--- src/rtl/dma_ctl_pkg.sv ---
package dma_ctl_pkg;
  localparam int NCH_DEF  = 3;
  localparam int NSRC_DEF = 8;
  localparam int DW_DEF   = 8;
  localparam int AW_DEF   = 3;

  localparam int ADDR_CTRL  = 0;
  localparam int ADDR_STAT  = 1;
  localparam int ADDR_TRIG  = 2;
  localparam int ADDR_SEL0  = 3;
endpackage

--- src/rtl/dma_req_route.sv ---
module dma_req_route #(
  parameter int NCH  = 3,
  parameter int NSRC = 8,
  localparam int SELW = $clog2(NSRC)
) (
  input  logic [NCH*SELW-1:0] sel_flat,
  input  logic [NCH-1:0]      ch_en,
  input  logic [NSRC-1:0]     src_req,
  output logic [NCH-1:0]      ch_req
);
  for (genvar c = 0; c < NCH; c++) begin : g_route
    logic [SELW-1:0] sel_c;
    assign sel_c     = sel_flat[c*SELW +: SELW];
    assign ch_req[c] = ch_en[c] & src_req[sel_c];
  end
endmodule

--- src/rtl/dma_fixed_arb.sv ---
module dma_fixed_arb #(
  parameter int NCH = 3,
  localparam int CHW = (NCH > 1) ? $clog2(NCH) : 1
) (
  input  logic [NCH-1:0] req,
  output logic           win_vld,
  output logic [CHW-1:0] win_idx
);
  always_comb begin
    win_vld = 1'b0;
    win_idx = '0;
    for (int c = NCH - 1; c >= 0; c--) begin
      if (req[c]) begin
        win_vld = 1'b1;
        win_idx = CHW'(c);
      end
    end
  end
endmodule

--- src/rtl/dma_flag_bank.sv ---
module dma_flag_bank #(
  parameter int NCH = 3
) (
  input  logic           clk,
  input  logic           rst,
  input  logic [NCH-1:0] set_i,
  input  logic           rd_hit,
  input  logic           wr_hit,
  input  logic [NCH-1:0] wbits,
  input  logic [NCH-1:0] ie,
  output logic [NCH-1:0] flag_o,
  output logic [NCH-1:0] armed_o,
  output logic [NCH-1:0] irq_o
);
  logic [NCH-1:0] flag_q, armed_q, flag_d, armed_d;

  always_comb begin
    flag_d  = flag_q;
    armed_d = armed_q;
    for (int c = 0; c < NCH; c++) begin
      if (rd_hit && flag_q[c]) armed_d[c] = 1'b1;
      if (wr_hit) begin
        if (armed_q[c] && !wbits[c]) flag_d[c] = 1'b0;
        armed_d[c] = 1'b0;
      end
      if (set_i[c]) begin
        flag_d[c]  = 1'b1;
        armed_d[c] = 1'b0;
      end
    end
  end

  always_ff @(posedge clk) begin
    if (rst) begin
      flag_q  <= '0;
      armed_q <= '0;
      irq_o   <= '0;
    end else begin
      flag_q  <= flag_d;
      armed_q <= armed_d;
      irq_o   <= flag_d & ie;
    end
  end

  assign flag_o  = flag_q;
  assign armed_o = armed_q;
endmodule

--- src/rtl/dma_ctl_core.sv ---
module dma_ctl_core #(
  parameter int NCH  = dma_ctl_pkg::NCH_DEF,
  parameter int NSRC = dma_ctl_pkg::NSRC_DEF,
  parameter int DW   = dma_ctl_pkg::DW_DEF,
  parameter int AW   = dma_ctl_pkg::AW_DEF,
  localparam int SELW = $clog2(NSRC),
  localparam int CHW  = (NCH > 1) ? $clog2(NCH) : 1
) (
  input  logic            clk,
  input  logic            rst,
  input  logic            reg_we,
  input  logic            reg_re,
  input  logic [AW-1:0]   reg_addr,
  input  logic [DW-1:0]   reg_wdata,
  output logic [DW-1:0]   reg_rdata,
  input  logic [NSRC-1:0] periph_req,
  input  logic            cpu_irq_pend,
  input  logic            wait_mode,
  input  logic            xfer_step,
  input  logic            xfer_last,
  output logic [NCH-1:0]  gnt,
  output logic [1:0]      bw,
  output logic [NCH-1:0]  loop_mode,
  output logic [NCH-1:0]  irq
);
  import dma_ctl_pkg::*;

  localparam int ST_WAKE = NCH;
  localparam int ST_LOOP = NCH + 1;
  localparam int ST_PRI  = 2 * NCH + 1;

  logic [1:0]      bw_r;
  logic [NCH-1:0]  en_r, ie_r, loop_r;
  logic            pri_r, wake_r;
  logic [NSRC-1:0] trig_r;
  logic [SELW-1:0] sel_r [NCH];
  logic            act_r;
  logic [CHW-1:0]  act_ch;
  logic [NCH-1:0]  gnt_r;
  logic [DW-1:0]   rdata_r;

  logic wr_ctrl, wr_stat, wr_trig, rd_stat;
  assign wr_ctrl = reg_we && (reg_addr == AW'(ADDR_CTRL));
  assign wr_stat = reg_we && (reg_addr == AW'(ADDR_STAT));
  assign wr_trig = reg_we && (reg_addr == AW'(ADDR_TRIG));
  assign rd_stat = reg_re && (reg_addr == AW'(ADDR_STAT));

  // request routing
  logic [NCH*SELW-1:0] sel_flat;
  logic [NCH-1:0]      ch_req;
  for (genvar c = 0; c < NCH; c++) begin : g_flat
    assign sel_flat[c*SELW +: SELW] = sel_r[c];
  end

  dma_req_route #(.NCH(NCH), .NSRC(NSRC)) route_i (
    .sel_flat (sel_flat),
    .ch_en    (en_r),
    .src_req  (periph_req | trig_r),
    .ch_req   (ch_req)
  );

  logic           pick_vld;
  logic [CHW-1:0] pick_idx;
  dma_fixed_arb #(.NCH(NCH)) arb_i (
    .req     (ch_req),
    .win_vld (pick_vld),
    .win_idx (pick_idx)
  );

  // grant control
  logic susp, step_ok, block_end, preempt, release_g, grant_new;
  assign susp      = wait_mode & ~wake_r;
  assign step_ok   = act_r & xfer_step & (|gnt_r);
  assign block_end = step_ok & xfer_last;
  assign preempt   = step_ok & ~xfer_last & ~pri_r & cpu_irq_pend;
  assign release_g = block_end | preempt;
  assign grant_new = ~act_r & pick_vld & ~susp;

  logic [NCH-1:0] en_clr, flag_set, en_d, gnt_d;
  logic [NSRC-1:0] trig_d;
  logic           act_d;
  logic [CHW-1:0] act_ch_d;

  always_comb begin
    for (int c = 0; c < NCH; c++) begin
      en_clr[c]   = (act_ch == CHW'(c)) & ((block_end & ~loop_r[c]) | preempt);
      flag_set[c] = (act_ch == CHW'(c)) & block_end;
    end
    en_d = en_r;
    if (wr_ctrl) begin
      for (int c = 0; c < NCH; c++) en_d[c] = reg_wdata[2*c+1];
    end
    en_d = en_d & ~en_clr;

    trig_d = wr_trig ? reg_wdata[NSRC-1:0] : trig_r;
    if (grant_new) trig_d[sel_r[pick_idx]] = 1'b0;

    act_d    = release_g ? 1'b0 : (act_r | grant_new);
    act_ch_d = grant_new ? pick_idx : act_ch;
    for (int c = 0; c < NCH; c++)
      gnt_d[c] = act_d & (act_ch_d == CHW'(c)) & ~susp;
  end

  // read mux
  logic [DW-1:0] ctrl_rd, stat_rd, rd_d;
  logic [NCH-1:0] flag_w, armed_w;
  always_comb begin
    ctrl_rd = '0;
    ctrl_rd[DW-1 -: 2] = bw_r;
    for (int c = 0; c < NCH; c++) begin
      ctrl_rd[2*c+1] = en_r[c];
      ctrl_rd[2*c]   = ie_r[c];
    end
    stat_rd = '0;
    stat_rd[NCH-1:0]             = flag_w;
    stat_rd[ST_WAKE]             = wake_r;
    stat_rd[ST_LOOP +: NCH]      = loop_r;
    stat_rd[ST_PRI]              = pri_r;
    rd_d = '0;
    if (reg_addr == AW'(ADDR_CTRL)) rd_d = ctrl_rd;
    if (reg_addr == AW'(ADDR_STAT)) rd_d = stat_rd;
    if (reg_addr == AW'(ADDR_TRIG)) rd_d = DW'(trig_r);
    for (int c = 0; c < NCH; c++)
      if (reg_addr == AW'(ADDR_SEL0 + c)) rd_d = DW'(sel_r[c]);
  end

  always_ff @(posedge clk) begin
    if (rst) begin
      bw_r    <= '0;
      en_r    <= '0;
      ie_r    <= '0;
      loop_r  <= '0;
      pri_r   <= 1'b0;
      wake_r  <= 1'b0;
      trig_r  <= '0;
      act_r   <= 1'b0;
      act_ch  <= '0;
      gnt_r   <= '0;
      rdata_r <= '0;
      for (int c = 0; c < NCH; c++) sel_r[c] <= '0;
    end else begin
      en_r   <= en_d;
      trig_r <= trig_d;
      act_r  <= act_d;
      act_ch <= act_ch_d;
      gnt_r  <= gnt_d;
      if (reg_re) rdata_r <= rd_d;
      if (wr_ctrl) begin
        bw_r <= reg_wdata[DW-1 -: 2];
        for (int c = 0; c < NCH; c++) ie_r[c] <= reg_wdata[2*c];
      end
      if (wr_stat) begin
        wake_r <= reg_wdata[ST_WAKE];
        loop_r <= reg_wdata[ST_LOOP +: NCH];
        pri_r  <= reg_wdata[ST_PRI];
      end
      for (int c = 0; c < NCH; c++)
        if (reg_we && (reg_addr == AW'(ADDR_SEL0 + c)))
          sel_r[c] <= reg_wdata[SELW-1:0];
    end
  end

  dma_flag_bank #(.NCH(NCH)) flags_i (
    .clk     (clk),
    .rst     (rst),
    .set_i   (flag_set),
    .rd_hit  (rd_stat),
    .wr_hit  (wr_stat),
    .wbits   (reg_wdata[NCH-1:0]),
    .ie      (ie_r),
    .flag_o  (flag_w),
    .armed_o (armed_w),
    .irq_o   (irq)
  );

  assign gnt       = gnt_r;
  assign bw        = bw_r;
  assign loop_mode = loop_r;
  assign reg_rdata = rdata_r;
endmodule

--- config.mk ---
export PLATFORM = sky130hd
export DESIGN_NAME = dma_ctl_core
export DESIGN_NICKNAME = d
export VERILOG_FILES = /design/src/rtl/dma_ctl_pkg.sv /design/src/rtl/dma_req_route.sv /design/src/rtl/dma_fixed_arb.sv /design/src/rtl/dma_flag_bank.sv /design/src/rtl/dma_ctl_core.sv
export SDC_FILE = /design/constraint.sdc
export NUM_CORES = 1
export LEC_CHECK = 0
export CORE_MARGIN = 1
export CORE_UTILIZATION = 63
export DETAILED_ROUTE_END_ITERATION = 8
export DONT_BUFFER_PORTS = 1
export GPL_TIMING_DRIVEN = 0
export PLACE_DENSITY = 0.81
export SETUP_SLACK_MARGIN = 0.05
export SLEW_MARGIN = 20
export SYNTH_ARGS = -nofsm -noshare
export SYNTH_HDL_FRONTEND = slang
export SYNTH_SLANG_ARGS = --single-unit
export TNS_END_PERCENT = 30
--- constraint.sdc ---
create_clock -name clk -period 2.85 [get_ports clk]
set_input_delay 0.1425 -clock clk [delete_from_list [all_inputs] [get_ports clk]]
set_output_delay 0.1425 -clock clk [all_outputs]
set_load 0.02 [all_outputs]
==> results of run 1 <==
==> through the flow <==
step | setup slack [ns] | instances | hold slack (ns) | util (%)
global placement | 0.484 | 371 | 0.292 | 69.1
global route | 0.147 | 387 | 0.0135 | 73.1
finish | 0.236 | 387 | 0.00643 | 73.1
CTS | 0.384 | 387 | 0.00517 | 73.1
floorplan | 0.762 | 321 | 0.290 | -
detailed placement | 0.419 | 371 | 0.298 | 69.1
==> synth_stat cells (3+ instances only) <==
library cell   n  area [µm²]
nor3b_1       11        82.6
nand2_1       26        97.6
edfxtp_1       9         270
o21ai_1        4        20.0
a41oi_1        4        35.0
o21ai_0       17        85.1
a22o_1         3        26.3
o221ai_1       5        43.8
a311oi_1       7        61.3
a31oi_1        6        37.5
nor2_1        35         131
clkbuf_1      14        52.6
nor4b_1        6        52.6
mux2i_1       20         200
or3_1          4        25.0
dfxtp_1       44         881
a21oi_1       21         105
nor4_1         5        31.3
nor3_1        11        55.1
nand3_1        7        35.0
nor4b_2        4        60.1
nand2b_1       8        50.1
and2_1         7        43.8
buf_2          4        20.0
inv_1          4        15.0
nor2b_1        9        56.3
==> logic make-up (layout without fill, tap and decap cells) <==
group | Yosys count | after routing | synth area share [%]
AOI/OAI and AO/OA | 85 | 85 | 20.3
buffers and inverters | 23 | 39 | 3.53
DFF | 53 | 53 | 41.1
muxes | 21 | 21 | 7.54
and+or+nand+nor | 139 | 139 | 27.5
==> power by group <==
group | total [mW] | switching (mW) | internal, mW | leakage, nW
clock | 0.415 | 0.240 | 0.175 | 0.0428
sequential | 0.806 | 0.0250 | 0.781 | 0.443
combinational | 0.181 | 0.110 | 0.0712 | 0.500
total | 1.40 | 0.374 | 1.03 | 0.985
==> repair_timing <==
action,4_1_cts,5_1_grt
hold endpoints to repair,11,0
setup buffers,0,0
hold buffers,8,0
==> worst max path at each step <==
| stage | to | slack (ns) |
|---|---|---|
| after floorplan | trig_r[6]$_SDFF_PP0_ | 0.76 |
| after global placement | trig_r[0]$_SDFF_PP0_ | 0.48 |
| after detailed placement | trig_r[2]$_SDFF_PP0_ | 0.42 |
| after CTS | trig_r[2]$_SDFF_PP0_ | 0.38 |
| after global routing | trig_r[1]$_SDFF_PP0_ | 0.15 |
| final | trig_r[2]$_SDFF_PP0_ | 0.24 |
==> cells in the final DEF, fill, tap and decap left out, drive strengths merged, types with 6 or more instances in the layout <==
cell / n
edfxtp: 9
o21ai: 21
nand2: 26
a311oi: 7
dfxtp: 44
nor2: 35
nor4: 6
nor4b: 10
nor3: 12
nor2b: 9
nor3b: 11
a21oi: 21
dlygate4sd3: 8
nand2b: 8
nand3: 7
and2: 7
mux2i: 20
a31oi: 6
clkbuf: 21
==> registers in the layout, summed over array words and instances, names as in the netlist <==
signal           flops
sel_r                9
reg_rdata            8
trig_r               8
en_r                 3
flags_i.armed_o      3
flags_i.flag_o       3
flags_i.irq_o        3
gnt                  3
ie_r                 3
loop_mode            3
act_ch               2
bw                   2
act_r                1
pri_r                1
wake_r               1
==> layout make-up <==
class                   count  area share [%]
repair buffers              8            2.64
clock buffers               7            2.52
clock inverters             1           0.207
flip-flops and latches     53            38.0
well taps                  50            2.07
inverters                   4           0.496
multi-input cells         245            51.3
plain buffers              19            2.77
==> worst register-to-register path, stage by stage (launching register included) <==
cell and delay (ns):
edfxtp_1 0.36, buf_2 0.20, nor4b_1 0.42, nor4b_1 0.14, a22oi_1 0.44, nand2_1 0.25, o221ai_1 0.44, a41oi_1 0.20
==> metal layers <==
layer / part of all wire (%) / vias to the layer above
li1: - / 1229
met1: 42 / 1280
met2: 47 / 148
met3: 8.8 / 17
met4: 2.0 / 0
met5: 0 / -
==> impl_metrics.toml, run 1 <==
[drt]
routed_wl_um = 7650
drt_iter0_markers = 342
drc_errors = 0
num_vias = 2674
via_per_inst = 6.91
firstDrtPassIters = 5
postRouteAntennaNets = 0
wl_per_cell_um = 19.8

[critical_path]
arrival_ns = 2.76
cp_num_buf_inv = 1
critPathLaunch = "sel_r[0][0]$_DFFE_PP_"
cp.required_ns = 2.99
crit_fanout = 10
cp-end-kind = "flop"
cp_slowest_cell = "a22oi_1"
timing.rr.start = "sel_r[0][0]$_DFFE_PP_"
crit_family = "compound AO/OA/AOI/OAI gates"
critPathLaunchType = "flop"
path_common_cell = "nor4b_1"
worstPathCellList = "buf_2, nor4b_1, nor4b_1, a22oi_1, nand2_1, o221ai_1, a41oi_1"
max_stage_delay_ns = 0.44
critPathKind = "reg2reg"
cp.depth = 7
ff2ff_path_depth = 7
rrSetupSlack_ns = 0.24
r2r-end = "trig_r[2]$_SDFF_PP0_"

[job]
maxCapViolations = 0

[global_routing]
grt-busiest-layer = "met2"
grt-ovfl-total = 0
antenna_found_initial = 0
grtUsageMet2_pct = 57.1
grt_pass1_vias = 2476
grt_max_degree = 16
grt_use_total_pct = 34.5
grt_pass1_wl_um = 11800
use_met3_pct = 8.06
use_met1_pct = 43.8

[place]
gp_congestion = 0.912
hpwl_um = 5640
place_area_um2 = 2870
port_buffers = 0

[die]
rows = 23
die_area_um2 = 4720
die_h_um = 68.7
die-width_um = 68.7
start_util_pct = 67.6
ios = 46
coreArea_um2 = 4140

[sta]
finalCritPeriodShare_pct = 91.7
max_freq_mhz = 383
hold_viol_final = 0
setup_viol = 0
rsz0062_at_grt = "false"
min_period_ns = 2.61
worst_pin_slew_ns = 0.982
maxSlewHeadroom_pct = 34.2
slew_violations = 0
fin_skew_ns = 0.0109
fin_tns_setup_ns = 0

[layout]
fillers = 344
area_growth_pct = 8.04
drive_gt1_share_pct = 7.42
area.sequential_um2 = 1150
diodes = 0
multi_input_area_um2 = 1550
fin_area_um2 = 3030
layout.nets = 363

[logic_synthesis]
ys_seq_area_share_pct = 41.1
synthesis.area_um2 = 2800
synth_fp_nets = 348
synth_edf_count = 9
ys.flop_type = "dfxtp_1"
ys_ff_latch = 53
ys_types = 45
avgSynthCellArea_um2 = 8.73
postSynthCellCount = 321
yosys_warnings = 0
async_reset_ff_share_pct = 0

[clocking]
cts_inserted_buffers = 5
clk-insertion-delay-late_ns = 0.31
cts_resized = 0
numClockSinks = 53
clk_pin_slew_worst_paths_ns = 0.10
cts_tree = "yes"
clk_path_buf_depth = 2
cts_root_buf = "clkbuf_8"
htreeDepth = 2

[run_status]
status = "finished clean"

[pwr]
irDropWorstVdd_mv = 0.371
powerDensity_nw_per_um2 = 463
total_power_mw = 1.40
leakage_nw = 0.985

[hold_path]
hold_path_depth = 2
hold_end = "act_r$_SDFF_PP0_"
min-delay-start = "rst"
worstHoldPathType = "in2reg"
No activity file was read; power rests on OpenSTA's default activity.
==> inputs of run 2 (changes only) <==
--- a/config.mk
+++ b/config.mk
@@ -5,12 +5,14 @@
 export SDC_FILE = /design/constraint.sdc
 export NUM_CORES = 1
 export LEC_CHECK = 0
+export CELL_PAD_IN_SITES_DETAIL_PLACEMENT = 0
+export CELL_PAD_IN_SITES_GLOBAL_PLACEMENT = 1
 export CORE_MARGIN = 1
-export CORE_UTILIZATION = 63
+export CORE_UTILIZATION = 47
 export DETAILED_ROUTE_END_ITERATION = 8
 export DONT_BUFFER_PORTS = 1
 export GPL_TIMING_DRIVEN = 0
-export PLACE_DENSITY = 0.81
+export PLACE_DENSITY = 0.8
 export SETUP_SLACK_MARGIN = 0.05
 export SLEW_MARGIN = 20
 export SYNTH_ARGS = -nofsm -noshare
==> run 2 against run 1 <==
Clock skew decreased by 0.00054 ns. Power decreased by 0.47%. Wire length increased by 2.5%. Global-route usage decreased by 8.0 points. Critical endpoint is now gnt[2]$_SDFF_PP0_. Sequential power about the same.
==> impl_metrics.toml, run 2 (synthesis results as in run 1) <==
[run_status]
status = "finished clean"

[place]
hpwl_um = 5990
gp_congestion = 0.875
port_buffers = 0
dp_slack_ns = 0.407
place_area_um2 = 2890
dp.cells = 393

[pwr]
leakage_nw = 0.972
power_switching_uw = 370
irDropWorstVdd_mv = 0.329
swShare_pct = 26.5
clkPwrFrac_pct = 29.6
total_power_mw = 1.40
powerDensity_nw_per_um2 = 459
internal-power_mw = 1.02
combPwrFrac_pct = 12.6
pwr-share-seq_pct = 57.8

[drt]
dr_wl_met2_um = 3520
wl_met1_um = 3690
drc_errors = 0
via_per_inst = 6.24
firstDrtPassIters = 5
routed_wl_um = 7840
dr_wl_met3_um = 538
top_layer = "met4"
num_vias = 2538
wl_per_cell_um = 19.3
postRouteAntennaNets = 0
drt_iter0_markers = 138

[die]
rows = 27
start_util_pct = 49.7
ios = 46
coreArea_um2 = 5640
die_area_um2 = 6280
die-width_um = 79.2
die_h_um = 79.2

[global_routing]
grt-ovfl-total = 0
grt_pass1_vias = 2439
grt_max_degree = 16
antenna_found_initial = 0
grt_pass1_wl_um = 12500
grt_use_total_pct = 26.5

[sta]
fin_skew_ns = 0.0104
min_period_ns = 2.49
setup_ws_ns = 0.361
maxSlewHeadroom_pct = 39.6
max_freq_mhz = 402
fin_tns_setup_ns = 0
slew_violations = 0
worst_pin_slew_ns = 0.901
finalCritPeriodShare_pct = 87.3
hold_viol_final = 0
rsz0062_at_grt = "false"
holdWs_ns = 0.00450
setup_viol = 0

[layout]
largest_reg_flops = 9
multi_input_area_um2 = 1550
fillers = 536
layout_commonest_cell = "dfxtp_1"
layout.nets = 361
area_growth_pct = 8.35
drive_gt1_share_pct = 7.46
final_util_pct = 53.8
diodes = 0
layout_common_cells = "dfxtp_1 (44), nor2_1 (35), nand2_1 (26)"
fin_area_um2 = 3040
top_register = "sel_r"
area.sequential_um2 = 1150
final_cells = 407

[clocking]
clk-insertion-delay-late_ns = 0.31
postCtsSetupRepairBufs = 0
htreeDepth = 2
clk_path_buf_depth = 2
cts_resized = 0
cts_tree = "yes"
cts_inserted_buffers = 5
cts_root_buf = "clkbuf_8"
numClockSinks = 53
clk_pin_slew_worst_paths_ns = 0.10

[job]
maxCapViolations = 0

[hold_path]
worstHoldPathType = "in2reg"

[critical_path]
arrival_ns = 2.69
crit_fanout = 10
critPathLaunchType = "flop"
critPathKind = "reg2reg"
cp-end-kind = "flop"
cp.required_ns = 3.05
run 2: changes by cell type in the layout (fill, tap and decap cells not counted), sizes merged:
cell,before,now
dlygate4sd3,8,6
clkinvlp,0,1
inv,5,4
run 2: repair_timing:
action	CTS	global route
hold endpoints to repair	9	0
hold buffers	6	0
setup endpoints to repair	0	0
run 2: path summary, 6_finish.rpt:
check                         from              endpoint  slack [ns]  depth (start not counted)
max          sel_r[0][1]$_DFFE_PP_     gnt[2]$_SDFF_PP0_        0.36                          7
min reg2reg    wake_r$_SDFFE_PP0P_   wake_r$_SDFFE_PP0P_        0.50                          2
max reg2reg  sel_r[0][1]$_DFFE_PP_     gnt[2]$_SDFF_PP0_        0.36                          7
min                   reg_wdata[0]  ie_r[0]$_SDFFE_PP0P_       0.005                          2
run 2: final cells by class:
type                    count  area share [%]
clock buffers               7            2.51
inverters                   4           0.494
plain buffers              19            2.76
multi-input cells         245            51.1
well taps                  72            2.97
flip-flops and latches     53            37.9
repair buffers              6            1.98
clock inverters             1           0.247
run 2: critical path, cell delays in order (launching register included):
cell and delay [ns]:
edfxtp_1 0.38, buf_2 0.20, nor4b_1 0.16, nor4b_1 0.40, a22oi_1 0.27, a31oi_1 0.51
nor2_1 0.13, nor4b_1 0.33
run 2: layer usage:
metal,vias up,track usage [%]
li1,1225,-
met1,1216,36.4
met2,86,41.6
met3,11,5.75
met4,0,8.00
met5,-,0
run 2: power by group through the flow:
stage	registers [mW]	logic [mW]	clock network (mW)
finish	0.806	0.176	0.413
global route	0.809	0.194	0.448
CTS	0.806	0.175	0.424
detailed placement	0.824	0.166	0
global placement	0.823	0.166	0
floorplan	0.816	0.130	0
==> inputs of run 3 (changes only) <==
--- a/config.mk
+++ b/config.mk
@@ -12,7 +12,7 @@
 export DETAILED_ROUTE_END_ITERATION = 8
 export DONT_BUFFER_PORTS = 1
 export GPL_TIMING_DRIVEN = 0
-export PLACE_DENSITY = 0.8
+export PLACE_DENSITY = 0.76
 export SETUP_SLACK_MARGIN = 0.05
 export SLEW_MARGIN = 20
 export SYNTH_ARGS = -nofsm -noshare
==> run 3 against run 2 <==
The run now ends with hold timing left. Flip-flop and latch count did not move. Via count is essentially flat. Final cell count rose by 0.49%. Maximum frequency fell by 0.51%. Critical path depth did not move. Highest routed layer unchanged.
==> impl_metrics.toml, run 3 (synthesis results as in run 1) <==
[sta]
holdWs_ns = -0.00608
max_freq_mhz = 400
fin_skew_ns = 0.00980
min_period_ns = 2.50
setup_viol = 0
worst_pin_slew_ns = 1.01
maxSlewHeadroom_pct = 32.2
fin_tns_setup_ns = 0
slew_violations = 0
hold_viol_final = 1
rsz0062_at_grt = "false"
finalCritPeriodShare_pct = 87.8

[hold_path]
worstHoldPathType = "in2reg"
min-delay-start = "reg_wdata[6]"

[layout]
area_growth_pct = 9.06
final_util_pct = 54.2
diodes = 0
layout_common_cells = "dfxtp_1 (44), nor2_1 (35), nand2_1 (26)"
layout.nets = 363
drive_gt1_share_pct = 7.42
layout_commonest_cell = "dfxtp_1"
top_register = "sel_r"
final_cells = 409
largest_reg_flops = 9

[clocking]
cts_inserted_buffers = 5
cts_root_buf = "clkbuf_8"
numClockSinks = 53
clk_path_buf_depth = 2
cts_resized = 0
htreeDepth = 2
cts_tree = "yes"
clk_pin_slew_worst_paths_ns = 0.10
hold_buffers = 8
postCtsSetupRepairBufs = 0
clk-insertion-delay-late_ns = 0.31

[die]
start_util_pct = 49.7
rows = 27
die_h_um = 79.2
die-width_um = 79.2
die_area_um2 = 6280
coreArea_um2 = 5640
ios = 46

[global_routing]
antenna_found_initial = 0
grt_max_degree = 16
grt_pass1_vias = 2422
grt-ovfl-total = 0
grt_pass1_wl_um = 12600
grt_use_total_pct = 26.6

[critical_path]
max_stage_delay_ns = 0.42
critPathLaunch = "sel_r[0][0]$_DFFE_PP_"
critPathLaunchType = "flop"
cp-end-kind = "flop"
crit_fanout = 10
worstPathCellList = "buf_2, nor4b_1, nor4b_1, a22oi_1, nand2_1, o221ai_1, a41oi_1"
cp.required_ns = 3.00
timing.rr.start = "sel_r[0][0]$_DFFE_PP_"
path_common_cell = "nor4b_1"
cp_slowest_cell = "a22oi_1"
arrival_ns = 2.65
critPathKind = "reg2reg"

[drt]
postRouteAntennaNets = 0
drt_iter0_markers = 152
wl_per_cell_um = 19.5
routed_wl_um = 7980
via_per_inst = 6.20
drc_errors = 0
firstDrtPassIters = 4
num_vias = 2537

[place]
gp_congestion = 0.840
hpwl_um = 6030
dp.cells = 393
port_buffers = 0

[pwr]
leakage_nw = 0.981
irDropWorstVdd_mv = 0.238
powerDensity_nw_per_um2 = 459
total_power_mw = 1.40

[run_status]
status = "finished, violations left"
violations = "hold timing"

[job]
maxCapViolations = 0
[run 3: cell types whose count changed in the layout (fill, tap and decap cells not counted), sizes merged]
| cell | change |
|---|---|
| dlygate4sd3 | +2 |
[run 3: path summary, 6_finish.rpt]
path | to | slack (ns) | cells past startpoint
min | bw[0]$_SDFFE_PP0P_ | -0.006 | 2
max | trig_r[0]$_SDFF_PP0_ | 0.35 | 7
min reg2reg | pri_r$_SDFFE_PP0P_ | 0.49 | 2
max reg2reg | trig_r[0]$_SDFF_PP0_ | 0.35 | 7
[run 3: stage by stage]
step / worst slack, ns / instance area (µm²)
5_1_grt: 0.164 / 3060
3_3_place_gp: 0.412 / 2890
6_report: 0.348 / 3060
3_5_place_dp: 0.398 / 2890
2_1_floorplan: 0.762 / 2800
4_1_cts: 0.370 / 3060
[run 3: cell type report]
class / instances / area, µm²
inverter: 4 / 15.0
buffer: 19 / 83.8
sequential: 53 / 1150
multi-input combinational: 245 / 1550
tap: 72 / 90.1
fill: 543 / 2580
clock buffer: 7 / 76.3
timing repair buffer: 8 / 80.1
clock inverter: 1 / 7.51
[run 3: critical path, delay by kind of cell, from the launching register on]
| family | cells | cell delay (ns) |
|---|---|---|
| buf+inv | 1 | 0.20 |
| compound gates | 3 | 1.02 |
| simple gates | 3 | 0.73 |
| flops | 1 | 0.38 |
[run 3: power by group]
part           leakage [nW]  switching, mW  internal, mW
registers             0.443         0.0245         0.781
logic                 0.500          0.109        0.0712
clock network        0.0385          0.243         0.174
total                 0.981          0.377          1.03
[run 3: layer usage]
layer | vias to the layer above | wire length [µm] | track usage (%)
met5 | - | 0 | 0
met4 | 0 | 104 | 6.91
li1 | 1224 | - | -
met3 | 10 | 543 | 5.75
met1 | 1214 | 3720 | 36.3
met2 | 89 | 3610 | 42.5
